--- config.mk ---
export PLATFORM = sky130hd
export DESIGN_NAME = vsc_cache_set
export DESIGN_NICKNAME = d
export VERILOG_FILES = /design/src/rtl/vsc_pkg.sv /design/src/rtl/vsc_match.sv /design/src/rtl/vsc_lru.sv /design/src/rtl/vsc_resid.sv /design/src/rtl/vsc_cache_set.sv
export SDC_FILE = /design/constraint.sdc
export NUM_CORES = 1
export LEC_CHECK = 0
export BUFFER_PORTS_ARGS = -buffer_cell sky130_fd_sc_hd__buf_2
export CAP_MARGIN = 20
export CORE_MARGIN = 4
export CORE_UTILIZATION = 42
export DETAILED_ROUTE_END_ITERATION = 16
export HOLD_SLACK_MARGIN = 0.02
export PLACE_DENSITY = 0.6
export SLEW_MARGIN = 10
export SYNTH_ARGS = -nofsm -noshare
export SYNTH_HDL_FRONTEND = slang
export SYNTH_SLANG_ARGS = --single-unit
--- constraint.sdc ---
create_clock -name clk -period 51.6 [get_ports clk]
set_clock_uncertainty 0.15 [all_clocks]
set_input_delay 15.48 -clock clk [delete_from_list [all_inputs] [get_ports clk]]
set_output_delay 15.48 -clock clk [all_outputs]
set_load 0.02 [all_outputs]
--- src/rtl/vsc_pkg.sv ---
package vsc_pkg;

  // A fill is accepted when uncompressed, or when its compressed size is 1..smax.
  function automatic logic size_legal(input logic comp, input int unsigned sz,
                                      input int unsigned smax);
    return !comp || (sz >= 1 && sz <= smax);
  endfunction

  // Segments a line really occupies.
  function automatic int unsigned eff_size(input logic comp, input int unsigned sz,
                                           input int unsigned smax);
    return comp ? sz : smax;
  endfunction

  // Does a line of sz segments still fit on top of used?
  function automatic logic seg_fits(input int unsigned used, input int unsigned sz,
                                    input int unsigned budget);
    return (used + sz) <= budget;
  endfunction

endpackage

--- src/rtl/vsc_match.sv ---
module vsc_match #(
  parameter int N     = 4,
  parameter int TAG_W = 12,
  parameter int IW    = 2
) (
  input  logic                      en,
  input  logic [N-1:0]              valid,
  input  logic [N-1:0][TAG_W-1:0]   tags,
  input  logic [TAG_W-1:0]          key,
  output logic [N-1:0]              hit_vec,
  output logic                      any,
  output logic [IW-1:0]             idx
);
  for (genvar gi = 0; gi < N; gi++) begin : g_cmp
    assign hit_vec[gi] = en & valid[gi] & (tags[gi] == key);
  end

  always_comb begin
    any = |hit_vec;
    idx = '0;
    for (int i = 0; i < N; i++)
      if (hit_vec[i]) idx = IW'(i);
  end
endmodule

--- src/rtl/vsc_lru.sv ---
module vsc_lru #(
  parameter int N  = 4,
  parameter int IW = 2
) (
  input  logic                   clk,
  input  logic                   rst_n,
  input  logic                   touch_en,
  input  logic [IW-1:0]          touch_idx,
  output logic [N-1:0][IW-1:0]   pos_q,
  output logic [N-1:0][IW-1:0]   pos_d,
  output logic [IW-1:0]          lru_idx
);
  always_comb begin
    pos_d = pos_q;
    if (touch_en) begin
      for (int i = 0; i < N; i++) begin
        if (IW'(i) == touch_idx)
          pos_d[i] = '0;
        else if (pos_q[i] < pos_q[touch_idx])
          pos_d[i] = pos_q[i] + 1'b1;
      end
    end
  end

  always_ff @(posedge clk) begin
    if (!rst_n) begin
      for (int i = 0; i < N; i++) pos_q[i] <= IW'(i);
    end else begin
      pos_q <= pos_d;
    end
  end

  always_comb begin
    lru_idx = '0;
    for (int i = 0; i < N; i++)
      if (pos_q[i] == IW'(N-1)) lru_idx = IW'(i);
  end

  // positions seen across entries, for the permutation check
  logic [N-1:0] pos_seen;
  always_comb begin
    pos_seen = '0;
    for (int i = 0; i < N; i++) pos_seen[pos_q[i]] = 1'b1;
  end


  pos_perm_chk: assert property (@(posedge clk) disable iff (!rst_n)
    pos_seen == {N{1'b1}});


  touch_mru_chk: assert property (@(posedge clk) disable iff (!rst_n)
    touch_en |=> pos_q[$past(touch_idx)] == '0);
endmodule

--- src/rtl/vsc_resid.sv ---
module vsc_resid
  import vsc_pkg::*;
#(
  parameter int N         = 4,
  parameter int IW        = 2,
  parameter int SZ_W      = 4,
  parameter int SUM_W     = 5,
  parameter int SEG_TOTAL = 16
) (
  input  logic [N-1:0]             pres_in,
  input  logic [N-1:0][SZ_W-1:0]   size,
  input  logic [N-1:0][IW-1:0]     pos,
  output logic [N-1:0]             pres_out,
  output logic [SUM_W-1:0]         used
);
  int unsigned sum;
  logic        stop;

  // walk newest to oldest; first line that overflows and all older lose data
  always_comb begin
    sum      = 0;
    stop     = 1'b0;
    pres_out = pres_in;
    for (int p = 0; p < N; p++) begin
      for (int i = 0; i < N; i++) begin
        if (pos[i] == IW'(p) && pres_in[i]) begin
          if (!stop && seg_fits(sum, 32'(size[i]), SEG_TOTAL))
            sum = sum + 32'(size[i]);
          else begin
            stop        = 1'b1;
            pres_out[i] = 1'b0;
          end
        end
      end
    end
    used = SUM_W'(sum);
  end
endmodule

--- src/rtl/vsc_cache_set.sv ---
module vsc_cache_set
  import vsc_pkg::*;
#(
  parameter int N_TAGS    = 4,
  parameter int TAG_W     = 12,
  parameter int PERM_W    = 2,
  parameter int SEG_TOTAL = 16,
  parameter int SEG_MAX   = 8
) (
  input  logic                     clk,
  input  logic                     rst_n,
  input  logic                     lk_valid,
  input  logic [TAG_W-1:0]         lk_tag,
  output logic                     lk_hit,
  output logic                     lk_tag_only,
  output logic                     lk_miss,
  output logic [1:0]               lk_pos,
  output logic                     lk_comp,
  output logic [3:0]               lk_size,
  output logic [PERM_W-1:0]        lk_perm,
  input  logic                     fl_valid,
  input  logic [TAG_W-1:0]         fl_tag,
  input  logic                     fl_comp,
  input  logic [3:0]               fl_size,
  input  logic [PERM_W-1:0]        fl_perm,
  output logic                     fl_err,
  output logic [4:0]               seg_used
);
  localparam int IW    = $clog2(N_TAGS);
  localparam int SZ_W  = $clog2(SEG_MAX + 1);
  localparam int SUM_W = $clog2(SEG_TOTAL + 1);

  // entry state
  logic [N_TAGS-1:0]               v_q;
  logic [N_TAGS-1:0][TAG_W-1:0]    tag_q;
  logic [N_TAGS-1:0][PERM_W-1:0]   perm_q;
  logic [N_TAGS-1:0]               comp_q;
  logic [N_TAGS-1:0][SZ_W-1:0]     size_q;
  logic [N_TAGS-1:0]               pres_q;

  // named internal events
  logic [N_TAGS-1:0]               lk_hits, fl_hits;
  logic                            lk_any, fl_any;
  logic [IW-1:0]                   lk_idx, fl_idx, lru_idx, victim, touch_idx;
  logic                            fill_ok, touch_en;
  logic [SZ_W-1:0]                 fill_sz;
  logic [N_TAGS-1:0][IW-1:0]       pos_q, pos_d;
  logic [N_TAGS-1:0]               pres_stage, pres_walk;
  logic [N_TAGS-1:0][SZ_W-1:0]     size_stage;
  logic [SUM_W-1:0]                walk_used;

  vsc_match #(.N(N_TAGS), .TAG_W(TAG_W), .IW(IW)) u_lk_match (
    .en(lk_valid), .valid(v_q), .tags(tag_q), .key(lk_tag),
    .hit_vec(lk_hits), .any(lk_any), .idx(lk_idx));

  vsc_match #(.N(N_TAGS), .TAG_W(TAG_W), .IW(IW)) u_fl_match (
    .en(fl_valid), .valid(v_q), .tags(tag_q), .key(fl_tag),
    .hit_vec(fl_hits), .any(fl_any), .idx(fl_idx));

  assign fill_ok   = fl_valid & size_legal(fl_comp, 32'(fl_size), SEG_MAX);
  assign fl_err    = fl_valid & ~fill_ok;
  assign fill_sz   = SZ_W'(eff_size(fl_comp, 32'(fl_size), SEG_MAX));
  assign victim    = fl_any ? fl_idx : lru_idx;
  assign touch_en  = fill_ok | (lk_any & ~fl_valid);
  assign touch_idx = fill_ok ? victim : lk_idx;

  vsc_lru #(.N(N_TAGS), .IW(IW)) u_lru (
    .clk(clk), .rst_n(rst_n), .touch_en(touch_en), .touch_idx(touch_idx),
    .pos_q(pos_q), .pos_d(pos_d), .lru_idx(lru_idx));

  always_comb begin
    pres_stage = pres_q;
    size_stage = size_q;
    if (fill_ok) begin
      pres_stage[victim] = 1'b1;
      size_stage[victim] = fill_sz;
    end
  end

  vsc_resid #(.N(N_TAGS), .IW(IW), .SZ_W(SZ_W), .SUM_W(SUM_W),
              .SEG_TOTAL(SEG_TOTAL)) u_resid (
    .pres_in(pres_stage), .size(size_stage), .pos(pos_d),
    .pres_out(pres_walk), .used(walk_used));

  // lookup outputs
  always_comb begin
    lk_hit      = lk_any & pres_q[lk_idx];
    lk_tag_only = lk_any & ~pres_q[lk_idx];
    lk_miss     = lk_valid & ~lk_any;
    lk_pos      = lk_any ? 2'(pos_q[lk_idx])   : '0;
    lk_comp     = lk_any ? comp_q[lk_idx]      : 1'b0;
    lk_size     = lk_any ? 4'(size_q[lk_idx])  : '0;
    lk_perm     = lk_any ? perm_q[lk_idx]      : '0;
  end

  int unsigned acc;
  always_comb begin
    acc = 0;
    for (int i = 0; i < N_TAGS; i++)
      if (pres_q[i]) acc = acc + 32'(size_q[i]);
    seg_used = 5'(acc);
  end

  always_ff @(posedge clk) begin
    if (!rst_n) begin
      v_q    <= '0;
      tag_q  <= '0;
      perm_q <= '0;
      comp_q <= '0;
      size_q <= '0;
      pres_q <= '0;
    end else if (fill_ok) begin
      v_q[victim]    <= 1'b1;
      tag_q[victim]  <= fl_tag;
      perm_q[victim] <= fl_perm;
      comp_q[victim] <= fl_comp;
      size_q[victim] <= fill_sz;
      pres_q         <= pres_walk;
    end
  end


  lookup_class_chk: assert property (@(posedge clk) disable iff (!rst_n)
    lk_valid ? $onehot({lk_hit, lk_tag_only, lk_miss})
             : ({lk_hit, lk_tag_only, lk_miss} == 3'b000));


  seg_budget_chk: assert property (@(posedge clk) disable iff (!rst_n)
    32'(seg_used) <= SEG_TOTAL && 32'(walk_used) <= SEG_TOTAL);


  bad_fill_hold_chk: assert property (@(posedge clk) disable iff (!rst_n)
    fl_err |=> $stable(v_q) && $stable(tag_q) && $stable(size_q)
               && $stable(pres_q) && $stable(pos_q));


  fill_mru_chk: assert property (@(posedge clk) disable iff (!rst_n)
    fill_ok |=> v_q[$past(victim)] && pres_q[$past(victim)]
                && pos_q[$past(victim)] == '0);


  tag_unique_chk: assert property (@(posedge clk) disable iff (!rst_n)
    $onehot0(lk_hits) && $onehot0(fl_hits));


  lookup_no_write_chk: assert property (@(posedge clk) disable iff (!rst_n)
    !fill_ok |=> $stable(v_q) && $stable(tag_q) && $stable(pres_q));
endmodule

Yosys cells after proc, flatten, opt, wreduce, memory -nomap -nowiden:

Index checks and enable logic that the tools add are counted.

* register bits: 92
* input bits: 35
* output and inout bits: 18

* $add $sub $neg: 22
* order comparisons: 26
* equal/unequal tests: 26
* muxes and demuxes: 147
* bitwise gates (word level): 29
* reduce and logical (&&, ||, !) cells: 57

Operator list (count)
* 32-bit 2-to-1 mux: 29
* 32-bit by 4-bit adder with 32-bit output: 15
* 32-bit by 5-bit less-or-equal comparator with 1-bit output (second input constant): 15
* 12-bit == test: 8
* 1-bit 2-to-1 mux: 69
* 48-bit bitwise mux: 1
* 2-bit 2-to-1 mux: 22
* 1-bit logical AND: 33
* 4-bit 2-to-1 mux: 7
* 12-bit demux with 2-bit select: 1
* 1-bit bitwise AND: 22
* 2-bit == test (second input constant): 11
* 16-bit bitwise mux: 1
* 1-bit zero test: 16
* 16-bit 2-to-1 mux: 1
* 5-bit 2-to-1 mux: 3
* 2-bit binary-select mux with 2-bit select: 3
* 12-bit 2-to-1 mux: 1
* 5-bit by 4-bit adder with 5-bit output: 2
* 2-bit zero test: 5
* 2-bit by 3-bit < comparator with 1-bit output (second input constant): 3
* 2-bit by 1-bit adder with 2-bit output (second input constant): 4
* 4-bit binary-select mux with 2-bit select: 1
* 8-bit bitwise mux: 1
* 20 further kinds: 33

Logic depth before layout (Yosys ltp):

* depth after elaboration: 91
* depth in mapped cells: 166
* mapped depth without buffers: 163

Modules after synthesis:

From an unflattened synthesis, not the netlist that was laid out.

* cell total of the unflattened synthesis: 1280
* area total of the unflattened synthesis: 10920.5 µm²

Modules (own cells, without submodules)
* vsc_resid: instances 1, cells each 580, area each 4546.9 µm², seq. area each 0.0 µm²
* vsc_cache_set: instances 1, cells each 456, area each 4357.9 µm², seq. area each 1681.6 µm²
* vsc_match: instances 2, cells each 76, area each 604.3 µm², seq. area each 0.0 µm²
* vsc_lru: instances 1, cells each 92, area each 807.0 µm², seq. area each 160.2 µm²

Least setup slack after synthesis:

Ideal clock, no wire load.

* path kind: input port to flip-flop
* start point: in lk_tag[8]
* end point: reg pres_q[3]
* library setup time: 79 ps
* arrival time: 50436 ps
* data required time: 51371 ps
* setup slack: 936 ps
* stages on the path: 159
* path buffers: 2
* cells stage by stage: buf_2 xnor2_1 nand3_1 or4_1 buf_4 o21a_4 a22oi_4 mux2i_1 a21o_1 nor2_1 o21a_1 o22ai_1 nand2b_1 nand2b_1 inv_1 ha_1 a21o_1 a21oi_1 [... 123 more ...] a21oi_1 xnor2_1 or4_1 a211o_1 mux2i_1 nand2_1 nor2_4 mux2_4 ha_1 inv_1 fa_1 xnor2_1 nor3b_1 nand2b_1 nor3b_1 a32oi_1 nand4_1 o211ai_1

* cells in the longest elaborated chain, start to end: 90

RTL lines
* start: declaration: RTL line vsc_cache_set.sv:13 `input logic [TAG_W-1:0] lk_tag,`
* 12-bit == test: RTL line vsc_match.sv:15 `assign hit_vec[gi] = en & valid[gi] & (tags[gi] == key);`
* 1-bit bitwise AND: RTL line vsc_match.sv:15
* 1-bit 2-to-1 mux: RTL line vsc_match.sv:22 `if (hit_vec[i]) idx = IW'(i);`
* 2-bit 2-to-1 mux (2 in series): RTL line vsc_match.sv:22
* 2-bit 2-to-1 mux: RTL line vsc_cache_set.sv:65 `assign touch_idx = fill_ok ? victim : lk_idx;`
* 2-bit binary-select mux with 2-bit select: RTL line vsc_lru.sv:19 `else if (pos_q[i] < pos_q[touch_idx])`
* 2-bit 2-to-1 mux (implied by the code): RTL line vsc_lru.sv:19
* 2-bit < comparator: RTL line vsc_lru.sv:19
* [... 73 more ...]
* 1-bit logical AND: RTL line vsc_resid.sv:27 `if (!stop && seg_fits(sum, 32'(size[i]), SEG_TOTAL))`
* 32-bit 2-to-1 mux: RTL line vsc_resid.sv:27
* 32-bit 2-to-1 mux: RTL line vsc_resid.sv:26 `if (pos[i] == IW'(p) && pres_in[i]) begin`
* 32-bit by 4-bit adder with 32-bit output: RTL line vsc_pkg.sv:18 `return (used + sz) <= budget;`
* 32-bit by 5-bit less-or-equal comparator with 1-bit output: RTL line vsc_pkg.sv:18
* 1-bit logical AND: RTL line vsc_resid.sv:27
* 1-bit 2-to-1 mux: RTL line vsc_resid.sv:27
* 1-bit 2-to-1 mux (*): RTL line vsc_resid.sv:26
* end signal: assignment: RTL line vsc_cache_set.sv:118 `pres_q <= pres_walk;`
* end: declaration: RTL line vsc_cache_set.sv:39 `logic [N_TAGS-1:0] pres_q;`

Every way passes the cells marked *; elsewhere a longest branch is shown, timed or not. The select of a mux whose other input is x is not followed.
A chain may end at the register's enable or synchronous reset.

Worst setup path after layout:

* start point: in lk_tag[10]
* end point: reg pres_q[3]

The elaborated chain is that of the path after synthesis.

==> results by group <==
Clock tree
  – CTS tree: yes
  – Clock sink count: 92
  – CTS buffer count: 9
  – Bufs on Longest Clock Path: 2
  – Root buffer cell: clkbuf_16
  – CTS Hold Bufs: 0
  – Clock Latency Late Sink: between 0.3 and 0.4 ns
  – H-tree depth: 3
  – Clock-pin transition on the worst setup and hold timing paths: about 0.07 ns

Final layout
  – Commonest non-fill, non-tap cell in the layout: nor2_1
  – Fraction of layout cells with a size suffix above 1: between 20% and 30%
  – Area grow syn2layout: 17.2%
  – Multi-input gate area: 8890 um2
  – Cell area after layout: 12600 um2
  – Fillers: roughly 2400
  – Nets: around 1500
  – Commonest non-fill, non-tap cells in the layout: nor2_1, xnor2_1, buf_4
  – Area occupied by registers: ~1800 um2
  – ANT cells: 0

Routing
  – DRT iter0 DRCs: 628
  – Via count: slightly above 10000
  – Detailed Route WL: approximately 34000 um
  – Total iterations of the first detailed-routing run: 5
  – Residual DRC count: 0
  – Avg WL per Cell: 19.6 um
  – Vias per cell: ~6
  – Detail Route Antenna Nets: 0

Critical path
  – Crit path buf inv count: 12
  – Crit path max-delay family: simple AND/OR/NAND/NOR gates
  – Worst Setup Start Kind: primary input
  – Worst Path Required: ~52 ns
  – Crit path top cell by count: ha_1
  – CP max-delay cell: or4b_2
  – Crit-path max cell delay: 0.69 ns
  – Crit Path Class: in -> reg
  – Crit-path max FO: 6
  – CP Capture Type: flop
  – Arrival time at the worst endpoint: 49.88 ns

Synthesis
  – Distinct cell type count after synthesis: around 110
  – Register area share after synthesis: between 15 and 20%
  – Top FF cell, synth: dfxtp_1
  – Yosys reg bits: a little over 90
  – Ys Warns: 0
  – Synth top area cells: dfxtp_1, xnor2_1, ha_1, mux2i_1, mux2_2
  – Cell taking the most area after synthesis: dfxtp_1
  – Cell count after synthesis: between 1000 and 1500
  – Synth Area per Inst: 8.33 um2
  – Post-synth top area share: 17.1%
  – Number of synthesized flops with an enable pin: 0
  – Post-synth ARST share: 0%
  – Post-Syn Area: between 10000 and 15000 um2
  – Syn nets: between 1000 and 1500

Worst hold path
  – Min-delay worst type: reg -> reg

Floorplan
  – Core box area: around 25000 um2
  – Die Span Y: ~170 um
  – Die W: approximately 170 um
  – Die Area: approximately 28000 um2
  – Site Rows: 58
  – I/O pins: between 50 and 60
  – Starting density of the core: a little over two fifths

Global routing
  – Met1 usage: slightly below 30%
  – GRT Total Usage: a little under a quarter
  – Number of global-route vias before repair: roughly 10000
  – Met3 Track Usage GR: 3.71%
  – Met2 Use GR: about 40%
  – Remaining Overflow, GRT: 0
  – GRT Max-Usage Layer: met2
  – First-pass GRT wire length: 52700 um
  – Initial antenna violation count: 0
  – Largest net degree at the start of global routing: slightly above 60

Timing
  – WHS: 0.325 ns
  – Pins Over Slew Limit: 0
  – Period utilization: 96.5%
  – Fmax: approximately 0.020 GHz
  – Slew headroom: between 20% and 30%
  – Slew @ Worst Pin: roughly 1.1 ns
  – Setup violators final: 0
  – Fin. Hold Viols: 0
  – Tmin final: around 50 ns

Power
  – PD cells: about 22 nW/um2
  – Maximum vdd drop: roughly 0.017 mV
  – Leakage: 5.92 nW

Flow run
  – Max_cap viols: 0

Place
  – Gpl congestion: ~0.95
  – Port buffer count: 52
  – Dpl hpwl: 25900 um
  – Area of placed instances: roughly 12000 um2

Run status
  – Status: complete, no violations
[tightest hold or removal path, stage by stage, from the launching register on]
cell	delay [ns]
dfxtp_1	0.33
inv_1	0.05
a21oi_1	0.05
[kinds of logic after synthesis]
kind of cell             Yosys count  share of synthesized area (%)
XOR/XNOR                         133                           10.8
buffers and inverters            107                           4.35
multiplexers                     153                           15.4
AO/OA/AOI/OAI                    311                           20.9
adder cells (fa/ha/maj)           93                           12.1
AND/OR/NAND/NOR                  403                           19.4
flip-flops                        92                           17.1
[layout make-up]
class                   instances  area share, %
multi-input cells            1093           70.5
flip-flops and latches         92           14.6
repair buffers                147           7.73
well taps                     330           3.27
clock buffers                  12           2.11
inverters                      47           1.40
clock inverters                 4          0.436
[final timing paths]
kind / to / slack (ns) / startpoint / cells after the start
max: pres_q[3] / 1.79 / lk_tag[10] / 159
min: v_q[1] / 0.32 / v_q[1] / 2
max reg2reg: pres_q[3] / 16.69 / tag_q[14] / 158
min reg2reg: v_q[1] / 0.32 / v_q[1] / 2
[synthesized netlist by cell type, types with 11 or more instances]
cell,n
xnor2_1,118
nor4_1,18
dfxtp_1,92
ha_1,75
and2_1,29
inv_1,46
a31oi_1,11
buf_2,23
nand3_1,33
mux2_2,64
nand4_1,23
nor2_1,138
o21ai_0,41
xor2_1,15
nand2b_1,12
nor3_1,18
clkbuf_1,23
a21oi_1,80
mux2i_1,80
a21o_1,52
nand2_1,62
fa_1,18
nor2b_1,17
[through the flow]
stage	utilization, %	cells	total power, mW	TNS, ns	worst slack, ns
after CTS	48.0	1701	0.264	0	0.0208
after global routing	50.1	1725	0.289	-0.188	-0.188
after global placement	46.2	1676	0.186	-0.868	-0.868
after detailed placement	46.2	1676	0.187	-1.67	-1.63
final	50.1	1725	0.274	0	1.79
after floorplan	-	1292	0.158	0	0.936
[sequential cells by signal, summed over array words and instances, names as in the netlist]
register     flops
tag_q           48
perm_q           8
u_lru.pos_q      8
v_q              4
pres_q           4
size_q          16
comp_q           4
[what timing repair did]
item,4_1_cts,5_1_grt
pin swaps,8,34
gates resized for setup,18,83
setup buffers,9,23
cloned,0,0
endpoints found under the setup margin,1,2
[layer usage]
layer	wire length, um	up-vias
li1	-	4918
met1	14800	4837
met3	1850	76
met5	0	-
met4	1030	0
met2	16100	288
[report_power, final]
group	switching (mW)	internal, mW	total [mW]
Clock	0.0298	0.0418	0.0716
Sequential	0.00715	0.0756	0.0828
Combinational	0.0672	0.0528	0.120
Power figures use the tool's default switching activity.
